### src/rtl/uart_rb_pkg.sv
package uart_rb_pkg;

   typedef enum logic [1:0] {
      REG_STAT = 2'd0,
      REG_CTRL = 2'd1,
      REG_RXD  = 2'd2,
      REG_TXD  = 2'd3
   } reg_sel_e;

   localparam int NUM_REGS  = 4;
   localparam int STAT_RXNE = 0;
   localparam int STAT_BUSY = 1;
   localparam int STAT_OVR  = 2;
   localparam int STAT_FERR = 3;
   localparam int STAT_PERR = 4;
   localparam int STAT_W    = 5;

   typedef enum logic [1:0] {
      PAR_NONE = 2'b00,
      PAR_EVEN = 2'b01,
      PAR_ODD  = 2'b10
   } parity_e;

endpackage

### src/rtl/uart_rb_bus.sv
module uart_rb_bus
   import uart_rb_pkg::*;
#(
   parameter int ADDR_W = 4,
   parameter int DATA_W = 32
) (
   input  logic                             clk_i,
   input  logic                             rst_i,
   input  logic                             cyc_i,
   input  logic                             stb_i,
   input  logic                             we_i,
   input  logic [ADDR_W-1:0]                adr_i,
   input  logic [NUM_REGS-1:0][DATA_W-1:0]  rd_vals_i,
   output logic [NUM_REGS-1:0]              wr_hit_o,
   output logic [NUM_REGS-1:0]              rd_hit_o,
   output logic                             ack_o,
   output logic [DATA_W-1:0]                dat_o
);

   logic             ack_q;
   logic [DATA_W-1:0] dat_q;
   logic             take;
   logic             in_range;
   logic [1:0]       word;
   wire              unused_lo = ^adr_i[1:0];

   assign take = cyc_i & stb_i & ~ack_q;
   assign word = adr_i[3:2];

   generate
      if (ADDR_W > 4) begin : g_wide_adr
         assign in_range = ~|adr_i[ADDR_W-1:4];
      end else begin : g_narrow_adr
         assign in_range = 1'b1;
      end
   endgenerate

   generate
      for (genvar g = 0; g < NUM_REGS; g++) begin : g_decode
         logic hit;
         assign hit         = take & in_range & (word == g[1:0]);
         assign wr_hit_o[g] = hit & we_i;
         assign rd_hit_o[g] = hit & ~we_i;
      end
   endgenerate

   always_ff @(posedge clk_i) begin
      if (rst_i) begin
         ack_q <= 1'b0;
         dat_q <= '0;
      end else begin
         ack_q <= take;
         if (take) begin
            dat_q <= (!we_i && in_range) ? rd_vals_i[word] : '0;
         end
      end
   end

   assign ack_o = ack_q;
   assign dat_o = dat_q;

endmodule

### src/rtl/uart_rb_ctrl.sv
module uart_rb_ctrl #(
   parameter int DIV_W  = 16,
   parameter int CTRL_W = DIV_W + 4
) (
   input  logic              clk_i,
   input  logic              rst_i,
   input  logic              wr_i,
   input  logic [CTRL_W-1:0] wdata_i,
   output logic [CTRL_W-1:0] ctrl_o,
   output logic              change_o,
   output logic              cancel_o
);

   logic [CTRL_W-1:0] ctrl_q;
   logic              cancel_q;

   assign change_o = wr_i & (wdata_i != ctrl_q);

   always_ff @(posedge clk_i) begin
      if (rst_i) begin
         ctrl_q   <= '0;
         cancel_q <= 1'b0;
      end else begin
         cancel_q <= change_o;
         if (wr_i) begin
            ctrl_q <= wdata_i;
         end
      end
   end

   assign ctrl_o   = ctrl_q;
   assign cancel_o = cancel_q;

endmodule

### src/rtl/uart_rb_rx.sv
module uart_rb_rx #(
   parameter int CHAR_W = 8
) (
   input  logic              clk_i,
   input  logic              rst_i,
   input  logic              done_i,
   input  logic [CHAR_W-1:0] data_i,
   input  logic              perr_i,
   input  logic              ferr_i,
   input  logic              full_char_i,
   input  logic              rd_data_i,
   input  logic              rd_stat_i,
   output logic [CHAR_W-1:0] rxd_o,
   output logic              rxne_o,
   output logic              ovr_o,
   output logic              ferr_o,
   output logic              perr_o
);

   localparam logic [CHAR_W-1:0] MASK_FULL  = '1;
   localparam logic [CHAR_W-1:0] MASK_SHORT = MASK_FULL >> 1;

   logic [CHAR_W-1:0] rxd_q;
   logic              rxne_q, ovr_q, ferr_q, perr_q;
   logic [CHAR_W-1:0] mask;
   logic              overrun;

   assign mask    = full_char_i ? MASK_FULL : MASK_SHORT;
   assign overrun = done_i & rxne_q & ~rd_data_i;

   always_ff @(posedge clk_i) begin
      if (rst_i) begin
         rxd_q  <= '0;
         rxne_q <= 1'b0;
      end else if (done_i) begin
         rxd_q  <= data_i & mask;
         rxne_q <= 1'b1;
      end else if (rd_data_i) begin
         rxd_q  <= '0;
         rxne_q <= 1'b0;
      end
   end

   always_ff @(posedge clk_i) begin
      if (rst_i) begin
         ovr_q  <= 1'b0;
         ferr_q <= 1'b0;
         perr_q <= 1'b0;
      end else begin
         if (overrun)              ovr_q  <= 1'b1;
         else if (rd_stat_i)       ovr_q  <= 1'b0;
         if (done_i && ferr_i)     ferr_q <= 1'b1;
         else if (rd_stat_i)       ferr_q <= 1'b0;
         if (done_i && perr_i)     perr_q <= 1'b1;
         else if (rd_stat_i)       perr_q <= 1'b0;
      end
   end

   assign rxd_o  = rxd_q;
   assign rxne_o = rxne_q;
   assign ovr_o  = ovr_q;
   assign ferr_o = ferr_q;
   assign perr_o = perr_q;

endmodule

### src/rtl/uart_rb_tx.sv
module uart_rb_tx #(
   parameter int CHAR_W = 8
) (
   input  logic              clk_i,
   input  logic              rst_i,
   input  logic              wr_i,
   input  logic [CHAR_W-1:0] wdata_i,
   input  logic              abort_i,
   input  logic              ready_i,
   input  logic              busy_i,
   output logic              valid_o,
   output logic [CHAR_W-1:0] data_o
);

   logic              valid_q;
   logic [CHAR_W-1:0] data_q;

   always_ff @(posedge clk_i) begin
      if (rst_i) begin
         valid_q <= 1'b0;
         data_q  <= '0;
      end else if (abort_i) begin
         valid_q <= 1'b0;
      end else if (valid_q && ready_i) begin
         valid_q <= 1'b0;
      end else if (wr_i && !valid_q && !busy_i) begin
         valid_q <= 1'b1;
         data_q  <= wdata_i;
      end
   end

   assign valid_o = valid_q;
   assign data_o  = data_q;

endmodule

### src/rtl/uart_regbank.sv
module uart_regbank
   import uart_rb_pkg::*;
#(
   parameter int ADDR_W = 4,
   parameter int DATA_W = 32,
   parameter int DIV_W  = 16,
   parameter int CHAR_W = 8
) (
   input  logic              clk_i,
   input  logic              rst_i,
   input  logic              wb_cyc_i,
   input  logic              wb_stb_i,
   input  logic              wb_we_i,
   input  logic [ADDR_W-1:0] wb_adr_i,
   input  logic [DATA_W-1:0] wb_dat_i,
   output logic              wb_ack_o,
   output logic [DATA_W-1:0] wb_dat_o,
   output logic [DIV_W-1:0]  clk_div_o,
   output logic              data8_o,
   output logic [1:0]        parity_o,
   output logic              stop2_o,
   output logic              cancel_o,
   input  logic              rx_done_i,
   input  logic [CHAR_W-1:0] rx_data_i,
   input  logic              rx_perr_i,
   input  logic              rx_ferr_i,
   output logic              tx_valid_o,
   output logic [CHAR_W-1:0] tx_data_o,
   input  logic              tx_ready_i,
   input  logic              tx_busy_i
);

   localparam int CTRL_W   = DIV_W + 4;
   localparam int POS_SIZE = DIV_W;
   localparam int POS_PAR  = DIV_W + 1;
   localparam int POS_STOP = DIV_W + 3;

   generate
      if (ADDR_W < 4) begin : g_chk_addr
         $error("uart_regbank: ADDR_W must cover four word offsets");
      end
      if (CTRL_W >= DATA_W) begin : g_chk_ctrl
         $error("uart_regbank: control fields exceed the data width");
      end
      if (CHAR_W < 2 || CHAR_W > DATA_W) begin : g_chk_char
         $error("uart_regbank: CHAR_W out of range");
      end
   endgenerate

   logic [NUM_REGS-1:0]             wr_hit, rd_hit;
   logic [NUM_REGS-1:0][DATA_W-1:0] rd_vals;
   logic [CTRL_W-1:0]               ctrl_w;
   logic                            ctrl_change;
   logic [CHAR_W-1:0]               rxd_w;
   logic                            rxne_w, ovr_w, ferr_w, perr_w;
   logic                            rd_rxd_w;
   logic [STAT_W-1:0]               stat_w;
   wire                             unused_hi = ^wb_dat_i[DATA_W-1:CTRL_W];

   uart_rb_bus #(.ADDR_W(ADDR_W), .DATA_W(DATA_W)) u_bus (
      .clk_i     (clk_i),
      .rst_i     (rst_i),
      .cyc_i     (wb_cyc_i),
      .stb_i     (wb_stb_i),
      .we_i      (wb_we_i),
      .adr_i     (wb_adr_i),
      .rd_vals_i (rd_vals),
      .wr_hit_o  (wr_hit),
      .rd_hit_o  (rd_hit),
      .ack_o     (wb_ack_o),
      .dat_o     (wb_dat_o)
   );

   uart_rb_ctrl #(.DIV_W(DIV_W), .CTRL_W(CTRL_W)) u_ctrl (
      .clk_i    (clk_i),
      .rst_i    (rst_i),
      .wr_i     (wr_hit[REG_CTRL]),
      .wdata_i  (wb_dat_i[CTRL_W-1:0]),
      .ctrl_o   (ctrl_w),
      .change_o (ctrl_change),
      .cancel_o (cancel_o)
   );

   assign rd_rxd_w = rd_hit[REG_RXD];

   uart_rb_rx #(.CHAR_W(CHAR_W)) u_rx (
      .clk_i       (clk_i),
      .rst_i       (rst_i),
      .done_i      (rx_done_i),
      .data_i      (rx_data_i),
      .perr_i      (rx_perr_i),
      .ferr_i      (rx_ferr_i),
      .full_char_i (ctrl_w[POS_SIZE]),
      .rd_data_i   (rd_rxd_w),
      .rd_stat_i   (rd_hit[REG_STAT]),
      .rxd_o       (rxd_w),
      .rxne_o      (rxne_w),
      .ovr_o       (ovr_w),
      .ferr_o      (ferr_w),
      .perr_o      (perr_w)
   );

   uart_rb_tx #(.CHAR_W(CHAR_W)) u_tx (
      .clk_i   (clk_i),
      .rst_i   (rst_i),
      .wr_i    (wr_hit[REG_TXD]),
      .wdata_i (wb_dat_i[CHAR_W-1:0]),
      .abort_i (ctrl_change),
      .ready_i (tx_ready_i),
      .busy_i  (tx_busy_i),
      .valid_o (tx_valid_o),
      .data_o  (tx_data_o)
   );

   always_comb begin
      stat_w            = '0;
      stat_w[STAT_RXNE] = rxne_w;
      stat_w[STAT_BUSY] = tx_valid_o | tx_busy_i;
      stat_w[STAT_OVR]  = ovr_w;
      stat_w[STAT_FERR] = ferr_w;
      stat_w[STAT_PERR] = perr_w;
   end

   assign rd_vals[REG_STAT] = {{(DATA_W-STAT_W){1'b0}}, stat_w};
   assign rd_vals[REG_CTRL] = {{(DATA_W-CTRL_W){1'b0}}, ctrl_w};
   assign rd_vals[REG_RXD]  = {{(DATA_W-CHAR_W){1'b0}}, rxd_w};
   assign rd_vals[REG_TXD]  = '0;

   assign clk_div_o = ctrl_w[DIV_W-1:0];
   assign data8_o   = ctrl_w[POS_SIZE];
   assign parity_o  = ctrl_w[POS_PAR+1:POS_PAR];
   assign stop2_o   = ctrl_w[POS_STOP];

endmodule

### config.mk
export PLATFORM = sky130hd
export DESIGN_NAME = uart_regbank
export DESIGN_NICKNAME = d
export VERILOG_FILES = /design/src/rtl/uart_rb_pkg.sv /design/src/rtl/uart_rb_bus.sv /design/src/rtl/uart_rb_ctrl.sv /design/src/rtl/uart_rb_rx.sv /design/src/rtl/uart_rb_tx.sv /design/src/rtl/uart_regbank.sv
export SDC_FILE = /design/constraint.sdc
export NUM_CORES = 1
export LEC_CHECK = 0
export ABC_AREA = 1
export BUFFER_PORTS_ARGS = -buffer_cell sky130_fd_sc_hd__buf_4
export CORE_AREA = 4 4 106 68
export DETAILED_ROUTE_END_ITERATION = 6
export DIE_AREA = 0 0 110 72
export GPL_TIMING_DRIVEN = 0
export PLACE_DENSITY = 0.82
export SYNTH_ARGS = -nofsm -noshare
export SYNTH_HDL_FRONTEND = slang
export SYNTH_SLANG_ARGS = --single-unit
export TNS_END_PERCENT = 5
### constraint.sdc
create_clock -name clk_i -period 1.79 [get_ports clk_i]
set_clock_uncertainty 0.15 [all_clocks]
set_input_delay 0.0895 -clock clk_i [delete_from_list [all_inputs] [get_ports clk_i]]
set_output_delay 0.0895 -clock clk_i [all_outputs]
set_load 0.01 [all_outputs]
==> summary.md <==
| Metric | Value |
|---|---|
| Status | `finished clean` |
| Slew @ Worst Pin | `approximately 0.55 ns` |
| Largest net degree at the start of global routing | `11` |
| Final Max Slew Viols | `0` |
| Num CTS Buffers | `9` |
| Grt total ovfl | `0` |
| Most frequent cells in the layout | `121 x buf_4, 119 x nand2_1, 63 x dfxtp_1, 43 x a21oi_1` |
| Final Cycle Share | `0.923` |
| R2R setup slack | `0.14 ns` |
| Post-Syn Area per Cell | `7.14 um^2` |
| Number of DRC markers in iteration 0 | `between 150 and 200` |
| Via/cell ratio | `a little under 5` |
| Initial antenna violation count | `0` |
| Chip Width | `approximately 110 um` |
| Clock root buffer | `clkbuf_8` |
| Critical Path RT | `1.85 ns` |
| Clock sinks | `63` |
| Final wirelength | `just under 9000 um` |
| Number of global-route vias before repair | `approximately 2.9k` |
| Kind of critical path | `reg -> reg` |
| Worst-Skew Late Latency | `0.35 ns` |
| DR pass1 iterations | `5` |
| H-tree Lvls | `3` |
| Cell mode on critical path | `nand2_1` |
| Placed Instances | `a little under 600` |
| CTS tree | `built` |
| Min Tclk post-route | `between 1.5 and 2 ns` |
| Final WS setup | `between 0.1 and 0.15 ns` |
| CP arrival | `approximately 1.7 ns` |
| Crit Reg-Reg Startpoint | `u_bus.ack_o` |
| Final setup viols | `0` |
| Hold path cells | `5` |
| Critical path's slowest cell | `dfxtp_1` |
| GPL Wtd Cong | `between 0.8 and 0.9` |
| Max frequency | `around 610 MHz` |
| First-pass GRT wire length | `around 14000 um` |
| Switching power | `a little under 0.8 mW` |
| Clk pwr share | `0.433` |
| Register area | `1260 um^2` |
| Capturing point of the worst reg2reg path | `u_rx.rxd_o[7]` |
| Worst vdd rail ir drop | `roughly 0.44 mV` |
| Ranking of synthesized cells by area | `dfxtp_1 44%, nand2_1 15%, buf_4 8.3%, a21oi_1 7.5%, inv_1 4.4%` |
| Core area | `~6400 um^2` |
| Max Cap Viol | `0` |
| Post-DP HPWL | `~6500 um` |
| DIE AREA | `slightly below 8000 um^2` |
| Synthesized area | `2890 um^2` |
| Commonest non-fill, non-tap cell in the layout | `buf_4` |
| DRC | `0` |
| Filler cells | `roughly 540` |
| Int Pwr | `~2.5 mW` |
| Cell count after synthesis | `slightly above 400` |
| Crit-path cells | `nor2_2 -> nand2_1 -> nor2_4 -> inv_1 -> nand2_1 -> inv_1 -> nand2_1 -> a21oi_1` |
| Multi-input gate area | `approximately 1200 um^2` |
| YS warnings | `0` |
| RSZ-0062 raised after global routing | `no` |
| DRT antenna net count | `0` |
| Register area share after synthesis | `0.437` |
| Post-Layout Cell Count | `640` |
| R2R depth | `8` |
| Hold EP | `u_bus.dat_o[0]` |
| Hold_sp | `wb_adr_i[3]` |
| Initial core utilization | `0.454` |
| Via Count | `3083` |
| Worst hold path class | `in -> reg` |
| Site row count | `23` |
| Number of diodes | `0` |
| Area grow syn2layout | `47.6%` |
| Slew headroom | `0.636` |
| Ports | `~120` |
| Worst stage delay on the critical path | `around 0.32 ns` |
| Wire per inst | `between 10 and 15 um` |
| Longest Clk Path Bufs | `2` |
| Synth area leader | `dfxtp_1` |
| Critical path fanouts, max | `8` |
| Die Span Y | `72 um` |
| Layout cells sized above 1 | `0.269` |
| Setup crit end kind | `register` |
| Instance area at placement | `3700 um^2` |
| Fin Setup TNS | `0 ns` |
| Seq pwr share | `0.445` |
| Comb power frac | `0.122` |
| Final hold vios | `0` |
| Pleak | `between 1.5 and 2 nW` |
| Dpl ws | `0.167 ns` |
| Netlist cell types | `25` |
| Cell Pwr Density | `~770 nW/um^2` |
| GRT Total Usage | `0.223` |
| FF+latch count, synth | `63` |
| Switching Fraction | `0.236` |
| Final #Nets | `roughly 600` |
| Synth top area share | `0.437` |
| CTS clk-pin slew, worst paths | `roughly 0.070 ns` |
| Setup crit start kind | `register` |
| Post-route cell area | `approximately 4300 um^2` |
| Port Buffers | `a little under 90` |
## metal layers
layer,GRT usage,vias up,wire [um],share of wire
li1,-,1522,-,-
met1,0.303,1414,3920,0.45
met2,0.351,139,3930,0.45
met3,0.0649,8,867,0.099
met4,0.0526,0,47,0.0054
met5,0,-,0,0
## flip-flops by register name, summed over array words and instances (netlist names)
register         count
u_tx.valid_o         1
u_bus.dat_o         20
u_ctrl.cancel_o      1
u_bus.ack_o          1
u_tx.data_o          8
u_rx.rxne_o          1
u_rx.perr_o          1
u_rx.rxd_o           8
u_rx.ferr_o          1
u_ctrl.ctrl_o       20
u_rx.ovr_o           1
## worst max path at each step
| stage | from | end | cells after the start |
|---|---|---|---|
| after global placement | u_bus.ack_o | u_rx.rxd_o[1] | 8 |
| after CTS | rst_i | u_ctrl.ctrl_o[10] | 7 |
| final | u_bus.ack_o | u_rx.rxd_o[7] | 8 |
| after floorplan | u_bus.ack_o | u_rx.rxd_o[0] | 8 |
| after detailed placement | u_bus.ack_o | u_rx.rxd_o[5] | 8 |
| after global routing | u_bus.ack_o | u_rx.rxd_o[5] | 8 |
## power groups by stage
stage,Clock (mW),Combinational (mW),Sequential [mW]
floorplan,0,0.185,1.48
global placement,0,0.323,1.49
detailed placement,0,0.332,1.49
CTS,1.42,0.393,1.45
global route,1.49,0.435,1.46
finish,1.41,0.397,1.45
## cell type report
type | instances | area share
multi-input cells | 271 | 0.290
well taps | 87 | 0.0256
flip-flops and latches | 63 | 0.296
clock inverters | 3 | 0.0153
inverters | 36 | 0.0317
clock buffers | 13 | 0.0373
repair buffers | 122 | 0.234
plain buffers | 45 | 0.0693
## metrics by stage
stage / hold WS, ns / utilization / total power [mW]
after CTS: 0.0306 / 0.669 / 3.27
after global routing: 0.0456 / 0.670 / 3.38
after detailed placement: 0.205 / 0.582 / 1.82
after floorplan: 0.0744 / - / 1.67
final: 0.0304 / 0.670 / 3.27
after global placement: 0.193 / 0.582 / 1.81
## worst max-delay path, delay by kind of cell (launching register included)
family | cells | cell delay, ns
simple gates | 5 | 0.75
flops | 1 | 0.32
compound gates | 1 | 0.06
buf+inv | 2 | 0.23
## cell usage after synthesis
library cell / number
nor2_2: 1
conb_1: 1
o211ai_1: 1
nor2_1: 34
o21bai_1: 1
inv_2: 2
nand2_2: 1
o21ai_1: 7
buf_4: 32
nand2_1: 119
a31oi_1: 3
a211oi_1: 1
buf_2: 4
a41oi_1: 3
a22oi_1: 1
xnor2_1: 8
inv_1: 34
nor2_4: 3
dfxtp_1: 63
nand3_1: 9
o21ai_0: 22
clkbuf_1: 9
nor3_2: 1
nand3_2: 1
a21oi_1: 43
## kinds of logic after synthesis
| kind of cell | count (synthesis) | synth area share |
|---|---|---|
| compound gates | 82 | 0.151 |
| buf+inv | 81 | 0.149 |
| flops | 63 | 0.437 |
| simple gates | 169 | 0.238 |
| xor+xnor | 8 | 0.0243 |
| other cells | 1 | 0.00130 |
## what timing repair did
| action | 4_1_cts | 5_1_grt |
|---|---|---|
| gates resized for setup | 0 | 2 |
| hold buffers | 33 | 0 |
| endpoints found under the hold margin | 42 | 0 |
| setup buffers | 0 | 0 |
| setup endpoints to repair | 0 | 1 |
(Power assumes the default switching activity.)
